$ cat src/rtl/thermo_sparkle_enc.sv
module thermo_sparkle_enc #(
  parameter int B = 4
) (
  input  logic                clk,
  input  logic                rst_n,
  input  logic [(2**B)-2:0]   comp_in,
  output logic [B-1:0]        code_out
);
  localparam int N    = (2**B) - 1;
  localparam int ROWS = N + 1;

  logic [N-1:0]    stage_a, stage_b;
  logic [N+2:0]    ext;
  logic [ROWS-1:0] row;
  logic [B-1:0]    rom;

  always_ff @(posedge clk or negedge rst_n) begin
    if (!rst_n) begin
      stage_a <= '0;
      stage_b <= '0;
    end else begin
      stage_a <= comp_in;
      stage_b <= stage_a;
    end
  end

  assign ext = {2'b00, stage_b, 1'b1};

  for (genvar k = 0; k < ROWS; k++) begin : g_row
    assign row[k] = ext[k] & ~ext[k+1] & ~ext[k+2];
  end

  always_comb begin
    rom = '0;
    for (int k = 0; k < ROWS; k++)
      if (row[k]) rom = rom | B'(k);
  end

  always_ff @(posedge clk or negedge rst_n) begin
    if (!rst_n) code_out <= '0;
    else        code_out <= rom;
  end

  logic [1:0] fill;
  logic       clean_b;
  logic       clean_in;
  assign clean_b  = ((stage_b & (stage_b + N'(1))) == '0);
  assign clean_in = ((comp_in & (comp_in + N'(1))) == '0);

  always_ff @(posedge clk or negedge rst_n) begin
    if (!rst_n)          fill <= '0;
    else if (fill != 2'd3) fill <= fill + 2'd1;
  end


  single_row_chk: assert property (@(posedge clk) disable iff (!rst_n)
    clean_b |-> $onehot(row));


  row_present_chk: assert property (@(posedge clk) disable iff (!rst_n)
    row != '0);


  latency_chk: assert property (@(posedge clk) disable iff (!rst_n)
    (fill == 2'd3 && $past(clean_in, 3)) |-> code_out == B'($countones($past(comp_in, 3))));


  full_scale_chk: assert property (@(posedge clk) disable iff (!rst_n)
    (fill == 2'd3 && $past(comp_in, 3) == '1) |-> code_out == B'(N));
endmodule

$ cat config.mk
export PLATFORM = sky130hd
export DESIGN_NAME = thermo_sparkle_enc
export DESIGN_NICKNAME = d
export VERILOG_FILES = /design/src/rtl/thermo_sparkle_enc.sv
export SDC_FILE = /design/constraint.sdc
export NUM_CORES = 1
export LEC_CHECK = 0
export BUFFER_PORTS_ARGS = -buffer_cell sky130_fd_sc_hd__buf_4
export CORE_ASPECT_RATIO = 0.75
export CORE_MARGIN = 2
export CORE_UTILIZATION = 46
export DETAILED_ROUTE_END_ITERATION = 8
export PLACE_DENSITY_LB_ADDON = 0.15
export SLEW_MARGIN = 20
export SYNTH_ARGS = -nofsm -noshare
export SYNTH_HDL_FRONTEND = slang
export SYNTH_SLANG_ARGS = --single-unit
$ cat constraint.sdc
create_clock -name clk -period 0.9 [get_ports clk]
set_input_delay 0.045 -clock clk [delete_from_list [all_inputs] [get_ports clk]]
set_output_delay 0.045 -clock clk [all_outputs]
set_load 0.02 [all_outputs]
==> results.sh, run 1 <==
export IMPL_status="finished with violations"
export IMPL_violations="negative setup slack"
export IMPL_yosysUniqueCellTypes=15
export IMPL_drt_first_pass_iters=4
export IMPL_die_area_sq_um=2630
export IMPL_grt_max_degree=35
export IMPL_cts_buffers=5
export IMPL_setup_viol=1
export IMPL_path_clk_slew_ns=0.10
export IMPL_start_kind="flip-flop"
export IMPL_final_area_sq_um=1450
export IMPL_detail_route_wl_per_cell_um=11.1
export IMPL_clock_latency_ns=0.32
export IMPL_routed_wl_um=1430
export IMPL_synth_top_family_by_area="simple AND/OR/NAND/NOR gates"
export IMPL_row_count=14
export IMPL_worst_pin_slew_ns=0.395
export IMPL_drc=0
export IMPL_nets=120
export IMPL_r2r_setup_slack_ns=-0.01
export IMPL_ys_ff_latch=34
export IMPL_syn_to_final_growth_pct=41.6
export IMPL_synthCells=60
export IMPL_clk_path_buf_depth=2
export IMPL_cpMaxStageDelayCell="dfrtp_1"
export IMPL_final_common_cell="dfrtp_1"
export IMPL_antennaDiodeCount=0
export IMPL_ios=21
export IMPL_ir_drop_mv=1.31
export IMPL_start_util=0.500
export IMPL_seq_area_frac_synth=0.830
export IMPL_vias=585
export IMPL_cts_sinks=34
export IMPL_power_density_nw_per_um2=1870
export IMPL_grt_usage=0.150
export IMPL_power_leakage_nw=0.660
export IMPL_synth_mux_area_frac=0.00977
export IMPL_post_route_min_period_ns=0.912
export IMPL_synth_avg_cell_area_sq_um=17.1
export IMPL_max_stage_delay_ns=0.42
export IMPL_critPathMaxFanout=3
export IMPL_fin_crit_sh=1.01
export IMPL_synthXorXnorAreaFrac=0
export IMPL_max_slew_margin_rel=0.737
export IMPL_maxCapViolCount=0
export IMPL_worstPathRequired_ns=1.14
export IMPL_worst_setup_path_end_kind="flip-flop"
export IMPL_grt_antenna_before_repair=0
export IMPL_dr_first_iter_drc_count=19
export IMPL_synthSimpleGateAreaFrac=0.0891
export IMPL_portBuffers=20
export IMPL_drv_slew=0
export IMPL_first_global_vias=633
export IMPL_hold_violations=0
export IMPL_die_y_um=44.9
export IMPL_fillers=142
export IMPL_synthAdderAreaFrac=0
export IMPL_fp_coreArea_sq_um=2050
export IMPL_synth_compound_area_frac=0.0672
export IMPL_setup_ws_ns=-0.0116
export IMPL_ant_nets=0
export IMPL_dp_hpwl_um=934
export IMPL_most_common_layout_cells="34 x dfrtp_1, 16 x dlygate4sd3_1, 16 x buf_4"
export IMPL_cts_root_buf="clkbuf_4"
export IMPL_via_per_inst=4.57
export IMPL_netlist_area_sq_um=1020
export IMPL_rsz0062_at_grt="true"
export IMPL_grt_overflow_total=0
export IMPL_place_gp_congestion=0.752
export IMPL_drive_gt1_frac=0.317
export IMPL_placed_cell_area_sq_um=1200
export IMPL_cts_tree="done"
export IMPL_max_freq_mhz=1100
export IMPL_syn_nets=77
export IMPL_synth_warnings=0
export IMPL_skew_ns=0.00304
export IMPL_htree_levels=2
export IMPL_cp_arrival_ns=1.15
export IMPL_grt_pass1_wl_um=2620
export IMPL_power_mw=2.71
export IMPL_path_class="flip-flop to flip-flop"
export IMPL_min_path_type="primary input to asynchronous set/reset pin"
export IMPL_dieWidth_um=58.5
export IMPL_crit_chain="nand2b_4 > a21o_1 > o2111ai_1"
layout make-up:
cell class              count  area (sq um)  area share
clock inverters             2          12.5     0.00862
inverters                   1          3.75     0.00259
well taps                  24          30.0      0.0207
multi-input cells          25           178       0.122
repair buffers             36           325       0.224
flip-flops and latches     34           851       0.586
clock buffers               6          51.3      0.0353
critical path, delay by kind of cell, from the launching register on:
| kind | cells | cell delay (ns) |
|---|---|---|
| AO/OA/AOI/OAI | 2 | 0.26 |
| flip-flops | 1 | 0.42 |
| AND/OR/NAND/NOR | 1 | 0.15 |
sequential cells by signal, summed over array words and instances (netlist names):
name      flops
stage_b      15
stage_a      15
code_out      4
synth_stat cells, drive strengths merged:
cell | instances | share of area
a21o | 2 | 0.015
a21oi | 2 | 0.0098
a22oi | 2 | 0.020
a2bb2oi | 1 | 0.015
dfrtp | 34 | 0.83
inv | 1 | 0.0037
mux2i | 1 | 0.0098
nand2b | 4 | 0.032
nand4 | 3 | 0.018
nor2 | 8 | 0.032
nor3b | 1 | 0.0073
o2111ai | 1 | 0.0085
what timing repair did:
action	in CTS	in global routing
hold buffers	16	0
gates resized for setup	5	0
endpoints found under the hold margin	49	0
pin swaps	1	1
setup endpoints to repair	6	7
setup buffers	0	0
gates cloned	0	0
path summary, 6_finish.rpt:
| check | from | end | depth (start not counted) |
|---|---|---|---|
| setup reg to reg | stage_b[4]$_DFF_PN0_ | code_out[1]$_DFF_PN0_ | 3 |
| max in group asynchronous | rst_n | stage_a[8]$_DFF_PN0_ | 2 |
| hold reg to reg | stage_a[12]$_DFF_PN0_ | stage_b[12]$_DFF_PN0_ | 0 |
| hold / removal | rst_n | code_out[0]$_DFF_PN0_ | 2 |
| setup / recovery | stage_b[4]$_DFF_PN0_ | code_out[1]$_DFF_PN0_ | 3 |
| min in group clk | stage_a[12]$_DFF_PN0_ | stage_b[12]$_DFF_PN0_ | 0 |
logic make-up after synthesis:
family | after synthesis
flops | 34
simple gates | 16
compound gates | 8
mux | 1
buf+inv | 1
per-stage QoR:
| step | hold WS, ns | TNS (ns) | std cells | worst slack [ns] | util |
|---|---|---|---|---|---|
| final | 0.183 | -0.0116 | 128 | -0.0116 | 0.708 |
| after global routing | 0.202 | -0.312 | 128 | -0.0691 | 0.708 |
| after floorplan | -0.251 | 0 | 60 | 0.0463 | - |
| after CTS | 0.181 | -0.0296 | 128 | -0.00995 | 0.708 |
| after global placement | 0.00337 | 0 | 104 | 0.0266 | 0.588 |
| after detailed placement | 0.000770 | 0 | 104 | 0.00924 | 0.588 |
per-layer routing:
layer	global-route usage	wire (um)	up-vias	part of all wire
li1	-	-	287	-
met1	0.160	643	273	0.45
met2	0.231	659	21	0.46
met3	0.103	103	4	0.072
met4	0.0698	20	0	0.014
met5	0	0	-	0
report_power, final:
group / internal [mW] / total [mW] / switching (mW) / leakage (nW)
registers: 1.60 / 1.65 / 0.0436 / 0.387
clock network: 0.375 / 0.848 / 0.473 / 0.0343
logic: 0.138 / 0.218 / 0.0798 / 0.238
(Power assumes the default switching activity.)
==> inputs of run 2 (changes only) <==
--- a/config.mk
+++ b/config.mk
@@ -11,6 +11,7 @@
 export CORE_UTILIZATION = 46
 export DETAILED_ROUTE_END_ITERATION = 8
 export PLACE_DENSITY_LB_ADDON = 0.15
+export SKIP_CTS_REPAIR_TIMING = 1
 export SLEW_MARGIN = 20
 export SYNTH_ARGS = -nofsm -noshare
 export SYNTH_HDL_FRONTEND = slang
==> run 2 against run 1 <==
Net effect: the flow still finishes with violations (negative setup slack); global-route usage down 0.96 points; maximum frequency down 0.46%; total power about the same; sequential power about the same; clock power about the same; combinational power about the same; wire length down 0.28%; cell count unchanged; sequential share of layout area unchanged.
==> results.sh, run 2 (same netlist as run 1, synthesis figures left out) <==
export IMPL_critPathMaxFanout=3
export IMPL_portBuffers=20
export IMPL_max_slew_margin_rel=0.737
export IMPL_ios=21
export IMPL_ir_drop_mv=1.31
export IMPL_pwr_share_clk=0.313
export IMPL_ant_nets=0
export IMPL_reg_largest_list="stage_a x15, stage_b x15, code_out x4"
export IMPL_violations="negative setup slack"
export IMPL_drive_gt1_frac=0.317
export IMPL_drv_slew=0
export IMPL_fp_coreArea_sq_um=2050
export IMPL_drt_first_pass_iters=4
export IMPL_die_area_sq_um=2630
export IMPL_status="finished with violations"
export IMPL_fin_crit_sh=1.02
export IMPL_first_global_vias=576
export IMPL_clock_latency_ns=0.32
export IMPL_setup_viol=1
export IMPL_switching_share=0.220
export IMPL_cts_root_buf="clkbuf_4"
export IMPL_most_common_layout_cells="34 x dfrtp_1, 16 x dlygate4sd3_1, 16 x buf_4"
export IMPL_clk_path_buf_depth=2
export IMPL_power_leakage_nw=0.660
export IMPL_start_util=0.500
export IMPL_dieWidth_um=58.5
export IMPL_max_freq_mhz=1090
export IMPL_worst_setup_path_end_kind="flip-flop"
export IMPL_skew_ns=0.00216
export IMPL_cts_sinks=34
export IMPL_drc=0
export IMPL_power_density_nw_per_um2=1870
export IMPL_p_int_mw=2.12
export IMPL_start_kind="flip-flop"
export IMPL_path_clk_slew_ns=0.09
export IMPL_fin_util=0.708
export IMPL_grt_pass1_wl_um=2420
export IMPL_htree_levels=2
export IMPL_grt_usage=0.141
export IMPL_die_y_um=44.9
export IMPL_grt_max_degree=35
export IMPL_setup_ws_ns=-0.0157
export IMPL_maxCapViolCount=0
export IMPL_placed_cell_area_sq_um=1200
export IMPL_seq_power_share=0.607
export IMPL_cts_tree="done"
export IMPL_final_common_cell="dfrtp_1"
export IMPL_syn_to_final_growth_pct=41.6
export IMPL_path_class="flip-flop to flip-flop"
export IMPL_final_area_sq_um=1450
export IMPL_antennaDiodeCount=0
export IMPL_switching_power_uw=597
export IMPL_cts_buffers=5
export IMPL_row_count=14
export IMPL_vias=589
export IMPL_post_route_min_period_ns=0.916
export IMPL_dp_hpwl_um=934
export IMPL_place_gp_congestion=0.752
export IMPL_pwr_share_comb=0.080
export IMPL_worstPathRequired_ns=1.14
export IMPL_grt_antenna_before_repair=0
export IMPL_via_per_inst=4.60
export IMPL_cp_arrival_ns=1.16
export IMPL_dr_first_iter_drc_count=20
export IMPL_whs_ns=0.183
export IMPL_r2r_start="stage_b[2]$_DFF_PN0_"
export IMPL_hold_violations=0
export IMPL_routed_wl_um=1420
export IMPL_nets=120
export IMPL_worst_r2r_path_depth=3
export IMPL_r2r_end="code_out[1]$_DFF_PN0_"
export IMPL_worst_pin_slew_ns=0.395
export IMPL_rsz0062_at_grt="true"
export IMPL_grt_overflow_total=0
export IMPL_detail_route_wl_per_cell_um=11.1
export IMPL_min_path_type="primary input to asynchronous set/reset pin"
export IMPL_r2r_setup_slack_ns=-0.02
[run 2: cell counts in the layout (fill, tap and decap cells not counted)]
No cell type changed its count.
[run 2: area by class of cell]
class                           count  area, sq um
Sequential cell                    34          851
Fill cell                         143          598
Timing Repair Buffer               36          325
Multi-Input combinational cell     25          178
Clock buffer                        6         51.3
Tap cell                           24         30.0
Clock inverter                      2         12.5
Inverter                            1         3.75
[run 2: layer usage]
layer,up-vias,GRT usage,part of all wire
li1,287,-,-
met1,275,0.147,0.45
met2,23,0.213,0.46
met3,4,0.103,0.074
met4,0,0.0698,0.014
met5,-,0,0
[run 2: power groups by stage]
stage | sequential, mW | clock [mW] | combinational, mW
floorplan | 1.67 | 0 | 0.0491
global placement | 1.67 | 0 | 0.157
detailed placement | 1.67 | 0 | 0.159
CTS | 1.64 | 0.886 | 0.160
global route | 1.66 | 0.980 | 0.243
finish | 1.65 | 0.849 | 0.218
[run 2: metrics by stage]
stage / power [mW] / setup slack (ns) / setup TNS [ns] / cells
global route: 2.88 / -0.0729 / -0.322 / 128
global placement: 1.83 / 0.0266 / 0 / 104
floorplan: 1.72 / 0.0463 / 0 / 60
detailed placement: 1.83 / 0.00924 / 0 / 104
CTS: 2.69 / -0.0224 / -0.0693 / 112
finish: 2.71 / -0.0157 / -0.0157 / 128
[run 2: critical path, stage by stage (launching register included)]
cell	delay [ns]
dfrtp_1	0.43
nand2b_4	0.15
a21o_1	0.17
o2111ai_1	0.09
[run 2: worst max path at each step]
| stage | slack, ns | cells after the start | startpoint | to |
|---|---|---|---|---|
| final | -0.02 | 3 | stage_b[2]$_DFF_PN0_ | code_out[1]$_DFF_PN0_ |
| after global routing | -0.07 | 3 | stage_b[8]$_DFF_PN0_ | code_out[2]$_DFF_PN0_ |
| after CTS | -0.02 | 1 | code_out[2]$_DFF_PN0_ | code_out[2] |
| after detailed placement | 0.009 | 3 | stage_b[4]$_DFF_PN0_ | code_out[1]$_DFF_PN0_ |
| after global placement | 0.03 | 3 | stage_b[4]$_DFF_PN0_ | code_out[1]$_DFF_PN0_ |
| after floorplan | 0.05 | 3 | stage_b[4]$_DFF_PN0_ | code_out[1]$_DFF_PN0_ |
==> inputs of run 3 (changes only) <==
==> constraint.sdc (replaced) <==
create_clock -name clk -period 0.9 [get_ports clk]
set_input_delay 0.045 -clock clk [delete_from_list [all_inputs] [get_ports clk]]
set_output_delay 0.045 -clock clk [all_outputs]
set_load 0.1 [all_outputs]
==> run 3 against run 2 <==
Net effect: the flow still finishes with violations (negative setup slack); critical path depth decreased by 2; count of clock-buffer cells in the layout unchanged; non-clock buffer count stayed put; global-route usage shrank 0.28 points; register-to-register slack barely moved; cell count unchanged; sequential share of layout area fell by 0.36 points; sequential power is essentially flat; clock power increased by 2%; total power rose by 3.0%; wire length rose by 8.2%; cell area is 1.2% higher.
==> results.sh, run 3 (same netlist as run 1, synthesis figures left out) <==
export IMPL_status="finished with violations"
export IMPL_violations="negative setup slack"
export IMPL_grt_usage=0.138
export IMPL_fin_util=0.717
export IMPL_syn_to_final_growth_pct=43.3
export IMPL_worst_r2r_path_depth=3
export IMPL_post_route_min_period_ns=0.973
export IMPL_die_area_sq_um=2630
export IMPL_r2r_start="stage_b[8]$_DFF_PN0_"
export IMPL_worstPathRequired_ns=0.85
export IMPL_dr_first_iter_drc_count=12
export IMPL_power_density_nw_per_um2=1900
export IMPL_ant_nets=0
export IMPL_routed_wl_um=1540
export IMPL_ios=21
export IMPL_fin_crit_sh=1.08
export IMPL_critPathMaxFanout=1
export IMPL_vias=596
export IMPL_portBuffers=20
export IMPL_maxCapViolCount=0
export IMPL_fp_coreArea_sq_um=2050
export IMPL_grt_max_degree=35
export IMPL_placed_cell_area_sq_um=1210
export IMPL_ir_drop_mv=1.39
export IMPL_path_clk_slew_ns=0.10
export IMPL_r2r_setup_slack_ns=-0.01
export IMPL_cp_arrival_ns=0.93
export IMPL_path_class="flip-flop to output pin"
export IMPL_cts_sinks=34
export IMPL_cp_depth=1
export IMPL_start_util=0.500
export IMPL_drv_slew=0
export IMPL_dp_hpwl_um=920
export IMPL_worst_setup_path_end_kind="output pin"
export IMPL_grt_antenna_before_repair=0
export IMPL_setup_viol=7
export IMPL_max_stage_delay_ns=0.41
export IMPL_reg_largest_list="stage_a x15, stage_b x15, code_out x4"
export IMPL_detail_route_wl_per_cell_um=12.0
export IMPL_nets=120
export IMPL_clk_path_buf_depth=2
export IMPL_max_freq_mhz=1030
export IMPL_clock_latency_ns=0.34
export IMPL_first_global_vias=542
export IMPL_setup_ws_ns=-0.0735
export IMPL_htree_levels=2
export IMPL_critPathBufInv=1
export IMPL_most_common_layout_cells="30 x dfrtp_1, 16 x dlygate4sd3_1, 16 x buf_4"
export IMPL_drt_first_pass_iters=4
export IMPL_worst_pin_slew_ns=0.398
export IMPL_pre_cts_ws_ns=0.00191
export IMPL_rsz0062_at_grt="true"
export IMPL_final_common_cell="dfrtp_1"
export IMPL_crit_chain="buf_6"
export IMPL_max_slew_margin_rel=0.735
export IMPL_die_y_um=44.9
export IMPL_dieWidth_um=58.5
export IMPL_cpMaxStageDelayCell="dfrtp_2"
export IMPL_drive_gt1_frac=0.385
export IMPL_cts_buffers=5
export IMPL_power_leakage_nw=0.660
export IMPL_via_per_inst=4.66
export IMPL_min_path_type="primary input to asynchronous set/reset pin"
export IMPL_antennaDiodeCount=0
export IMPL_row_count=14
export IMPL_crit_family="flip-flops"
export IMPL_drc=0
export IMPL_worstSetupStartpoint="code_out[1]$_DFF_PN0_"
export IMPL_cts_root_buf="clkbuf_4"
export IMPL_skew_ns=0.00918
export IMPL_cts_tree="done"
export IMPL_fin_tns_setup_ns=-0.303
export IMPL_grt_pass1_wl_um=2350
export IMPL_grt_overflow_total=0
export IMPL_place_gp_congestion=0.719
export IMPL_start_kind="flip-flop"
export IMPL_final_area_sq_um=1470
export IMPL_hold_violations=0
run 3: final timing paths:
path / endpoint
setup / recovery: code_out[1]
hold reg to reg: stage_b[7]$_DFF_PN0_
max in group asynchronous: code_out[3]$_DFF_PN0_
setup reg to reg: code_out[2]$_DFF_PN0_
min in group clk: stage_b[7]$_DFF_PN0_
hold / removal: stage_b[1]$_DFF_PN0_
run 3: metal layers:
layer  GRT usage  vias up  wire, um
li1            -      288         -
met1       0.150      280       626
met2       0.193       20       749
met3      0.0774        8       108
met4       0.126        0        53
met5           0        -         0
run 3: final cells by class:
class	count	area, sq um
flip-flops and latches	34	856
fillers	145	581
repair buffers	36	325
multi-input cells	25	190
clock buffers	6	51.3
well taps	24	30.0
clock inverters	2	12.5
inverters	1	3.75
run 3: metrics by stage:
| stage | hold WS (ns) | power [mW] | instances |
|---|---|---|---|
| 2_1_floorplan | -0.251 | 1.78 | 60 |
| 3_3_place_gp | -0.00178 | 1.88 | 104 |
| 3_5_place_dp | 0.0000505 | 1.89 | 104 |
| 4_1_cts | -0.375 | 2.74 | 112 |
| 5_1_grt | 0.191 | 2.92 | 128 |
| 6_report | 0.158 | 2.79 | 128 |
run 3: power breakdown:
group          internal [mW]  switching (mW)  total (mW)
clock                  0.375           0.493       0.868
combinational          0.141           0.136       0.277
sequential              1.60          0.0461        1.65
total                   2.12           0.675        2.79
